### src/rtl/edgeCapturePkg.sv
package edgeCapturePkg;

  typedef enum logic [2:0] {
    MODE_OFF    = 3'b000,
    MODE_ANY    = 3'b001,
    MODE_FALL   = 3'b010,
    MODE_RISE   = 3'b011,
    MODE_DIV4   = 3'b100,
    MODE_DIV16  = 3'b101,
    MODE_RSVD   = 3'b110,
    MODE_EXTIRQ = 3'b111
  } capMode_t;

  // strobes from control to datapath
  typedef struct packed {
    logic push;   // store the selected timer count
    logic flush;  // empty the queue and clear overflow
  } capStrobe_t;

endpackage

### src/rtl/edgeCaptureCtrl.sv
module edgeCaptureCtrl
  import edgeCapturePkg::*;
#(
  parameter int SYNC_LEN = 2,
  parameter int PRE_LO   = 4,
  parameter int PRE_HI   = 16
) (
  input  logic       clk,
  input  logic       rst_n,
  input  logic       pinIn,
  input  logic [2:0] modeSel,
  input  logic [1:0] perIrq,
  input  logic       stopInIdle,
  input  logic       idleIn,
  output capStrobe_t strb,
  output logic       irqPulse
);

  localparam int PW = $clog2(PRE_HI);

  // input synchronizer chain
  logic [SYNC_LEN-1:0] syncQ;
  for (genvar g = 0; g < SYNC_LEN; g++) begin : gSync
    if (g == 0) begin : gFirst
      always_ff @(posedge clk) begin
        if (!rst_n) syncQ[g] <= 1'b0;
        else        syncQ[g] <= pinIn;
      end
    end else begin : gRest
      always_ff @(posedge clk) begin
        if (!rst_n) syncQ[g] <= 1'b0;
        else        syncQ[g] <= syncQ[g-1];
      end
    end
  end

  logic pinS, prevQ;
  assign pinS = syncQ[SYNC_LEN-1];

  always_ff @(posedge clk) begin
    if (!rst_n) prevQ <= 1'b0;
    else        prevQ <= pinS;
  end

  logic riseEdge, fallEdge;
  assign riseEdge = pinS & ~prevQ;
  assign fallEdge = ~pinS & prevQ;

  capMode_t mode, modeQ;
  assign mode = capMode_t'(modeSel);

  always_ff @(posedge clk) begin
    if (!rst_n) modeQ <= MODE_OFF;
    else        modeQ <= mode;
  end

  logic run, modeChg, isPre, isCounted;
  assign run       = !(stopInIdle && idleIn);
  assign modeChg   = (mode != modeQ);
  assign isPre     = (mode == MODE_DIV4) || (mode == MODE_DIV16);
  assign isCounted = (mode == MODE_FALL) || (mode == MODE_RISE) || isPre;

  // prescaler
  logic [PW-1:0] preCnt, preLast;
  logic          preHit;
  assign preLast = (mode == MODE_DIV16) ? PW'(PRE_HI - 1) : PW'(PRE_LO - 1);
  assign preHit  = (preCnt == preLast);

  always_ff @(posedge clk) begin
    if (!rst_n || mode == MODE_OFF || modeChg) preCnt <= '0;
    else if (run && isPre && riseEdge)         preCnt <= preHit ? '0 : preCnt + PW'(1);
  end

  logic capEvt;
  always_comb begin
    case (mode)
      MODE_ANY:              capEvt = riseEdge | fallEdge;
      MODE_FALL:             capEvt = fallEdge;
      MODE_RISE:             capEvt = riseEdge;
      MODE_DIV4, MODE_DIV16: capEvt = riseEdge & preHit & ~modeChg;
      default:               capEvt = 1'b0;
    endcase
    capEvt = capEvt & run;
  end

  // captures-per-interrupt counter
  logic [1:0] irqCnt;
  logic       irqHit;
  assign irqHit = (irqCnt == perIrq);

  always_ff @(posedge clk) begin
    if (!rst_n || mode == MODE_OFF) irqCnt <= '0;
    else if (capEvt && isCounted)   irqCnt <= irqHit ? 2'd0 : irqCnt + 2'd1;
  end

  logic irqNext;
  always_comb begin
    case (mode)
      MODE_ANY:    irqNext = riseEdge | fallEdge;
      MODE_EXTIRQ: irqNext = riseEdge;
      default:     irqNext = capEvt & isCounted & irqHit;
    endcase
    irqNext = irqNext & run;
  end

  always_ff @(posedge clk) begin
    if (!rst_n) irqPulse <= 1'b0;
    else        irqPulse <= irqNext;
  end

  assign strb.push  = capEvt;
  assign strb.flush = (mode == MODE_OFF);

endmodule

### src/rtl/edgeCaptureData.sv
module edgeCaptureData
  import edgeCapturePkg::*;
#(
  parameter int WIDTH = 16,
  parameter int DEPTH = 4
) (
  input  logic             clk,
  input  logic             rst_n,
  input  capStrobe_t       strb,
  input  logic [WIDTH-1:0] timerA,
  input  logic [WIDTH-1:0] timerB,
  input  logic             timerSel,
  input  logic             rdPop,
  output logic [WIDTH-1:0] rdData,
  output logic             notEmpty,
  output logic             overflow
);

  localparam int AW = (DEPTH > 1) ? $clog2(DEPTH) : 1;
  localparam int CW = $clog2(DEPTH + 1);

  logic [WIDTH-1:0] mem [DEPTH];
  logic [AW-1:0]    wrPtr, rdPtr;
  logic [CW-1:0]    count;

  logic [WIDTH-1:0] sample;
  assign sample = timerSel ? timerA : timerB;

  logic isFull, doPop, doPush, dropped;
  assign isFull  = (count == CW'(DEPTH));
  assign doPop   = rdPop && (count != '0);
  assign doPush  = strb.push && (!isFull || doPop);
  assign dropped = strb.push && isFull && !doPop;

  function automatic logic [AW-1:0] nextPtr(input logic [AW-1:0] p);
    return (p == AW'(DEPTH - 1)) ? '0 : p + AW'(1);
  endfunction

  always_ff @(posedge clk) begin
    if (!rst_n || strb.flush) begin
      wrPtr    <= '0;
      rdPtr    <= '0;
      count    <= '0;
      overflow <= 1'b0;
    end else begin
      if (doPush) wrPtr <= nextPtr(wrPtr);
      if (doPop)  rdPtr <= nextPtr(rdPtr);
      if (doPush && !doPop)      count <= count + CW'(1);
      else if (doPop && !doPush) count <= count - CW'(1);
      if (dropped) overflow <= 1'b1;
    end
  end

  always_ff @(posedge clk) begin
    if (!rst_n) begin
      for (int i = 0; i < DEPTH; i++) mem[i] <= '0;
    end else if (doPush && !strb.flush) begin
      mem[wrPtr] <= sample;
    end
  end

  assign rdData   = mem[rdPtr];
  assign notEmpty = (count != '0);

endmodule

### src/rtl/edgeCapture.sv
module edgeCapture
  import edgeCapturePkg::*;
#(
  parameter int WIDTH    = 16,
  parameter int DEPTH    = 4,
  parameter int SYNC_LEN = 2,
  parameter int PRE_LO   = 4,
  parameter int PRE_HI   = 16
) (
  input  logic             clk,
  input  logic             rst_n,
  input  logic             pinIn,
  input  logic [WIDTH-1:0] timerA,
  input  logic [WIDTH-1:0] timerB,
  input  logic [2:0]       modeSel,
  input  logic             timerSel,
  input  logic [1:0]       perIrq,
  input  logic             stopInIdle,
  input  logic             idleIn,
  input  logic             rdPop,
  output logic [WIDTH-1:0] rdData,
  output logic             notEmpty,
  output logic             overflow,
  output logic             irqPulse
);

  capStrobe_t strb;

  edgeCaptureCtrl #(
    .SYNC_LEN(SYNC_LEN), .PRE_LO(PRE_LO), .PRE_HI(PRE_HI)
  ) u_ctrl (
    .clk(clk), .rst_n(rst_n), .pinIn(pinIn), .modeSel(modeSel),
    .perIrq(perIrq), .stopInIdle(stopInIdle), .idleIn(idleIn),
    .strb(strb), .irqPulse(irqPulse)
  );

  edgeCaptureData #(
    .WIDTH(WIDTH), .DEPTH(DEPTH)
  ) u_data (
    .clk(clk), .rst_n(rst_n), .strb(strb), .timerA(timerA),
    .timerB(timerB), .timerSel(timerSel), .rdPop(rdPop),
    .rdData(rdData), .notEmpty(notEmpty), .overflow(overflow)
  );

endmodule

### config.mk
export PLATFORM = sky130hd
export DESIGN_NAME = edgeCapture
export DESIGN_NICKNAME = d
export VERILOG_FILES = /design/src/rtl/edgeCapturePkg.sv /design/src/rtl/edgeCaptureCtrl.sv /design/src/rtl/edgeCaptureData.sv /design/src/rtl/edgeCapture.sv
export SDC_FILE = /design/constraint.sdc
export NUM_CORES = 1
export LEC_CHECK = 0
export BUFFER_PORTS_ARGS = -buffer_cell sky130_fd_sc_hd__buf_2
export CAP_MARGIN = 25
export CORE_MARGIN = 3
export CORE_UTILIZATION = 61
export CTS_CLUSTER_SIZE = 10
export DETAILED_ROUTE_END_ITERATION = 6
export HOLD_SLACK_MARGIN = 0.05
export PLACE_DENSITY = 0.92
export SLEW_MARGIN = 20
export SYNTH_ARGS = -nofsm -noshare
export SYNTH_HDL_FRONTEND = slang
export SYNTH_SLANG_ARGS = --single-unit
### constraint.sdc
create_clock -name clk -period 6.1 [get_ports clk]
set_clock_uncertainty 0.15 [all_clocks]
set_input_delay 0.915 -clock clk [delete_from_list [all_inputs] [get_ports clk]]
set_output_delay 0.915 -clock clk [all_outputs]
set_load 0.005 [all_outputs]
# Yosys cells after proc, flatten, opt, wreduce, memory -nomap -nowiden
# Memory sizes are Yosys's and may differ from the RTL's. A register that Yosys moved wholly into a read port is not among the register bits.
# Index checks and enable logic that the tools add are counted.
[word_totals]
reg_bits = 21
mem_bits_rw = 64
output_inout_bits = 19
elab_cells = 89
n_memories = 1
[op_classes]
n_addsub = 6
eq_ne = 12
mux = 19
n_bitwise = 12
n_reduce_logical = 28
[mem_list]
columns = ["memory", "depth", "word_bits", "read_ports", "rd_clocked_by_memory_dff", "write_ports", "line_no", "text"]
rows = [
  ["u_data.mem", 4, 16, 1, 1, 4, "edgeCaptureData.sv:22", "logic [WIDTH-1:0] mem [DEPTH];"],
]
[ops]
columns = ["op", "count"]
rows = [
  ["$mux 16", 2],
  ["$reduce_or 16->1", 1],
  ["$eq 3x3->1 const B", 4],
  ["$mux 2", 6],
  ["$logic_and 1x1->1", 11],
  ["$and 1x1->1", 8],
  ["$mux 4", 2],
  ["$add 2x1->2 const B", 3],
  ["$eq 3x2->1 const B", 2],
  ["$logic_not 1->1", 6],
  ["$logic_or 1x1->1", 6],
  ["$mux 3", 2],
  ["$mux 1", 5],
  ["$add 4x1->4 const B", 1],
  ["$eq 2x2->1 const B", 2],
  ["$eq 4x4->1", 1],
  ["$pmux 1 s4", 1],
  ["$add 3x1->3 const B", 1],
  ["$eq 3x1->1 const B", 1],
  ["$logic_not 3->1", 1],
  ["$ne 3x3->1", 1],
  ["$not 1->1", 3],
  ["$reduce_bool 3->1", 1],
  ["$sub 3x1->3 const B", 1],
  ["other kinds (5)", 5],
]

# Longest topological paths before layout
[logic_depth]
word_depth = 14
mapped_depth = 13

# By module
# Synthesis repeated with hierarchy kept, for this count alone.
[unflattened]
cells_unflattened = 308
area_unflattened_um2 = 4047.6
[modules_own_cells]
columns = ["mod", "instances", "cells_each", "area_per_inst_um2"]
rows = [
  ["edgeCaptureData", 1, 231, 3353.2],
  ["edgeCaptureCtrl", 1, 77, 694.4],
]

# Worst setup path before layout
# No wires, ideal clock.
[synth_timing]
kind = "in2reg"
start = "input modeSel[0]"
end = "memory u_data.mem[0][0] (enable)"
setup_time_ns = 0.414
arrival_ns = 3.328
t_required_ns = 5.536
path_slack_ns = 2.208
cell_stages = 6
path_cell_list = "buf_6 > xor2_1 > or3b_4 > o22ai_1 > nand2_1 > o31ai_1"
[synth_rtl]
columns = ["item", "line_no", "text"]
rows = [
  ["from (decl)", "edgeCapture.sv:15", "input logic [2:0] modeSel,"],
  ["to (decl)", "edgeCaptureData.sv:22", ""],
]

# Final worst setup path
[layout_timing]
start = "input modeSel[0]"
end = "register u_data.count[2]"
[layout_via]
elab_chain_cells = 11
elab_cells_between_ends = 22
cone_classes = "eq/ne: 7; mux: 3; bitwise: 4; reduce/logical: 8"
[layout_rtl]
columns = ["item", "line_no", "text"]
rows = [
  ["$eq 3x3->1", "edgeCaptureCtrl.sv:66, edgeCaptureCtrl.sv:76", ""],
  ["$mux 4", "edgeCaptureCtrl.sv:66", "assign preLast = (mode == MODE_DIV16) ? PW'(PRE_HI - 1) : PW'(PRE_LO - 1);"],
  ["$eq 4x4->1", "edgeCaptureCtrl.sv:67", "assign preHit = (preCnt == preLast);"],
  ["$and 1x1->1 (2 in a row)", "edgeCaptureCtrl.sv:80", "MODE_DIV4, MODE_DIV16: capEvt = riseEdge & preHit & ~modeChg;"],
  ["$pmux 1 s4 *", "edgeCaptureCtrl.sv:76", "case (mode)"],
  ["$and 1x1->1 *", "edgeCaptureCtrl.sv:83", "capEvt = capEvt & run;"],
  ["$logic_and 1x1->1 *", "edgeCaptureData.sv:32", "assign doPush = strb.push && (!isFull || doPop);"],
  ["net u_data.doPush", "edgeCaptureData.sv:29", "logic isFull, doPop, doPush, dropped;"],
  ["$logic_not 1->1", "edgeCaptureData.sv:49", "else if (doPop && !doPush) count <= count - CW'(1);"],
  ["$logic_and 1x1->1", "edgeCaptureData.sv:49", ""],
  ["$reduce_bool 2->1 (no line)", "-", ""],
  ["to (signal assigned)", "edgeCaptureData.sv:48", "if (doPush && !doPop) count <= count + CW'(1);"],
  ["to (signal assigned)", "edgeCaptureData.sv:49", ""],
  ["to (decl)", "edgeCaptureData.sv:24", "logic [CW-1:0] count;"],
]
# The timed path passes the listed nets; every way through them passes the cells marked *.
# A chain may end at the register's enable or synchronous reset.

==> reports/qor.csv <==
stage,metric,value,unit
grt,grt total ovfl,0,
grt,met2 Track Usage GR,38.58,%
worst_setup_path,worst r2r dst,u_data.count[2],
final_layout,layout cells sized above 1,29.95,%
clock_network,"CTS clk-pin slew, worst paths",0.09,ns
grt,first-pass GRT wire length,13100,um
timing,minimum clock period,3.462,ns
worst_setup_path,Crit Path Max Fanout,8,
timing,Setup Total Neg Slack,0,ns
route,via count,2640,
clock_network,clk root buf,clkbuf_8,
yosys,Synth area leader,edfxtp_1,
timing,RSZ-0062 raised after global routing,false,
hold_path,HP Start,u_ctrl.syncQ[0],
route,DR pass1 iterations,4,
worst_setup_path,WP data arrival,3.60,ns
worst_setup_path,Crit. End Element,register,
yosys,Mapped Cells,308,
grt,vias in the first global route,2748,
worst_setup_path,r2r worst-path depth,13,
route,per-cell routed wire length,18.38,um
hold_path,Hold Crit Endpoint,u_ctrl.pinS,
yosys,number of synthesized flops with an enable pin,64,
hold_path,Tightest Hold Check Type,reg -> reg,
clock_network,total CTS buffers,9,
route,DR iter-0 viols,173,
clock_network,CTS H-tree lvls,3,
final_layout,most common library cell in the layout ignoring fill and taps,nor2_1,
floorplanning,Die Ht,86.92,um
yosys,ys async rst share,0,%
timing,Fin. Hold Viols,0,
worst_setup_path,required time worst endpoint,6.23,ns
grt,routing usage on met3,5.109,%
grt,total track usage,23.49,%
grt,initial antenna violation count,0,
floorplanning,Ports,63,
floorplanning,die width,86.92,um
grt,GR Util met1,28.83,%
final_layout,Final nets,420,
timing,Worst Max-Slew Pin Slew,0.8503,ns
route,DRC,0,
yosys,ys flop type,edfxtp_1,
clock_network,hold_buf cts,0,
clock_network,CTS tree,done,
yosys,Synth area leaders,"edfxtp_1 48%, dfxtp_1 12%, mux4_2 9.0%",
final_layout,diode count,0,
clock_network,Post-CTS Resized,0,
timing,final setup violation count,0,
yosys,Mapped Area,0.003994,mm^2
floorplanning,core area,0.006131,mm^2
timing,"Period Utilization, post-route",56.76,%
worst_setup_path,Reg2Reg Setup Slack,2.96,ns
yosys,synthesized flop and latch total,87,
timing,Worst slew margin,43.14,%
final_layout,Fillers,360,
route,total wire length,8251,um
clock_network,Clock Tree Buf Depth,2,
placement,PortBufs,62,
timing,fmax,288.8,MHz
hold_path,Hold Path Depth,1,
yosys,Unique masters post-synth,40,
grt,GR peak layer,met2,
worst_setup_path,Worst setup SP type,input port,
final_layout,area of the multi-input gates,0.001496,mm^2
pwr,Worst VDD drop,0.2484,mV
placement,GP Congestion,0.8375,
placement,HPWL after DPL,5597,um
pwr,PD cells,299.4,mW/mm^2
floorplanning,initial core utilization,65.14,%
pwr,leakage,0.001809,uW
worst_setup_path,WS Path Type,in -> reg,
yosys,synth warn,0,
yosys,area share of the largest cell type after synthesis,48.12,%
timing,Hold WS,0.3001,ns
worst_setup_path,FF-to-FF Start,u_ctrl.prevQ,
grt,largest net degree at the start of global routing,17,
final_layout,Syn-to-layout area delta,13.85,%
final_layout,register area,0.002382,mm^2
final_layout,"commonest cells after routing, fill and taps aside","65 x nor2_1, 64 x edfxtp_1, 62 x buf_2",
yosys,sequential area share after synthesis,59.65,%
clock_network,"Setup Fix Bufs, Post-CTS",0,
timing,max-slew violations,0,
floorplanning,Die ar.,0.007554,mm^2
yosys,synthesized area per cell,12.97,um^2
clock_network,clock latency on the worst-skew pair,0.36,ns
route,via-per-instance ratio,5.880,
yosys,post-synthesis net count,359,
clock_network,clock tree sinks,87,
route,Post-DRT Antenna Nets,0,
run,max-cap violation count,0,
floorplanning,Core Rows,28,
outcome,status,finished clean,
## Yosys cell counts, drive strengths merged, types with 7 or more instances
cell type / number
a21oi: 11
and2: 7
clkbuf: 11
dfxtp: 23
edfxtp: 64
mux2i: 18
mux4: 16
nand2: 7
nor2: 75
o21ai: 8
xor2: 9
## layer usage
metal	vias to the layer above	wire, um	share of wire, %
met2	116	4285	52
met3	16	719	8.7
met5	-	0	0
met4	0	187	2.3
li1	1242	-	-
met1	1266	3058	37
## metrics by stage
step           setup WS [ns]  instances  instance area, um^2  power, uW  utilization (%)
3_5_place_dp           2.347        433                 4350      975.7            70.96
3_3_place_gp           2.443        432                 4335      956.1            70.71
6_report               2.638        449                 4547       1361            74.16
2_1_floorplan          2.208        308                 3994      881.4                -
4_1_cts                2.684        449                 4547       1370            74.16
5_1_grt                2.496        449                 4547       1422            74.16
## power by group
| group | switching, uW | leakage (uW) | internal [uW] | total (uW) |
|---|---|---|---|---|
| clock network | 208 | 0.0000972 | 190 | 398 |
| registers | 32.6 | 0.000850 | 670 | 703 |
| logic | 127 | 0.000862 | 134 | 260 |
## worst max path at each step
stage | startpoint | to | cells past startpoint
after floorplan | modeSel[0] | u_data.mem[0][0] | 6
after global placement | modeSel[0] | u_data.count[2] | 12
after detailed placement | modeSel[0] | u_data.count[2] | 12
after CTS | modeSel[0] | u_data.count[2] | 12
after global routing | modeSel[2] | u_data.count[2] | 12
final | modeSel[0] | u_data.count[2] | 12
## cell families after synthesis
logic type	count (synthesis)	synth area share, %
mux	34	13.53
fa+ha+maj	7	2.381
xor+xnor	11	2.412
flops	87	59.65
simple gates	120	15.01
compound gates	26	4.010
buf+inv	23	3.007
## flip-flops by register name, indices dropped and copies added, names as in the netlist, named ones only
signal           flops
u_data.mem          64
u_ctrl.preCnt        4
u_ctrl.modeQ         3
u_data.count         3
u_ctrl.irqCnt        2
u_data.rdPtr         2
u_data.wrPtr         2
u_ctrl.irqPulse      1
u_ctrl.pinS          1
u_ctrl.prevQ         1
u_ctrl.syncQ         1
u_data.overflow      1
## critical path: stages
cell	delay (ns)
buf_2	0.14
xor2_1	0.19
or3b_4	0.42
o22ai_1	0.36
nand2_1	0.21
inv_1	0.10
ha_1	0.18
inv_1	0.06
fa_1	0.38
xor2_1	0.16
or3_1	0.30
a21oi_1	0.15
## cell type report
class,instances,share of cell area [%]
multi-input combinational,198,32.91
tap,75,2.064
sequential,87,52.39
clock buffer,9,2.724
inverter,6,0.4953
timing repair buffer,67,7.815
clock inverter,7,1.596
Power figures use the tool's default switching activity.
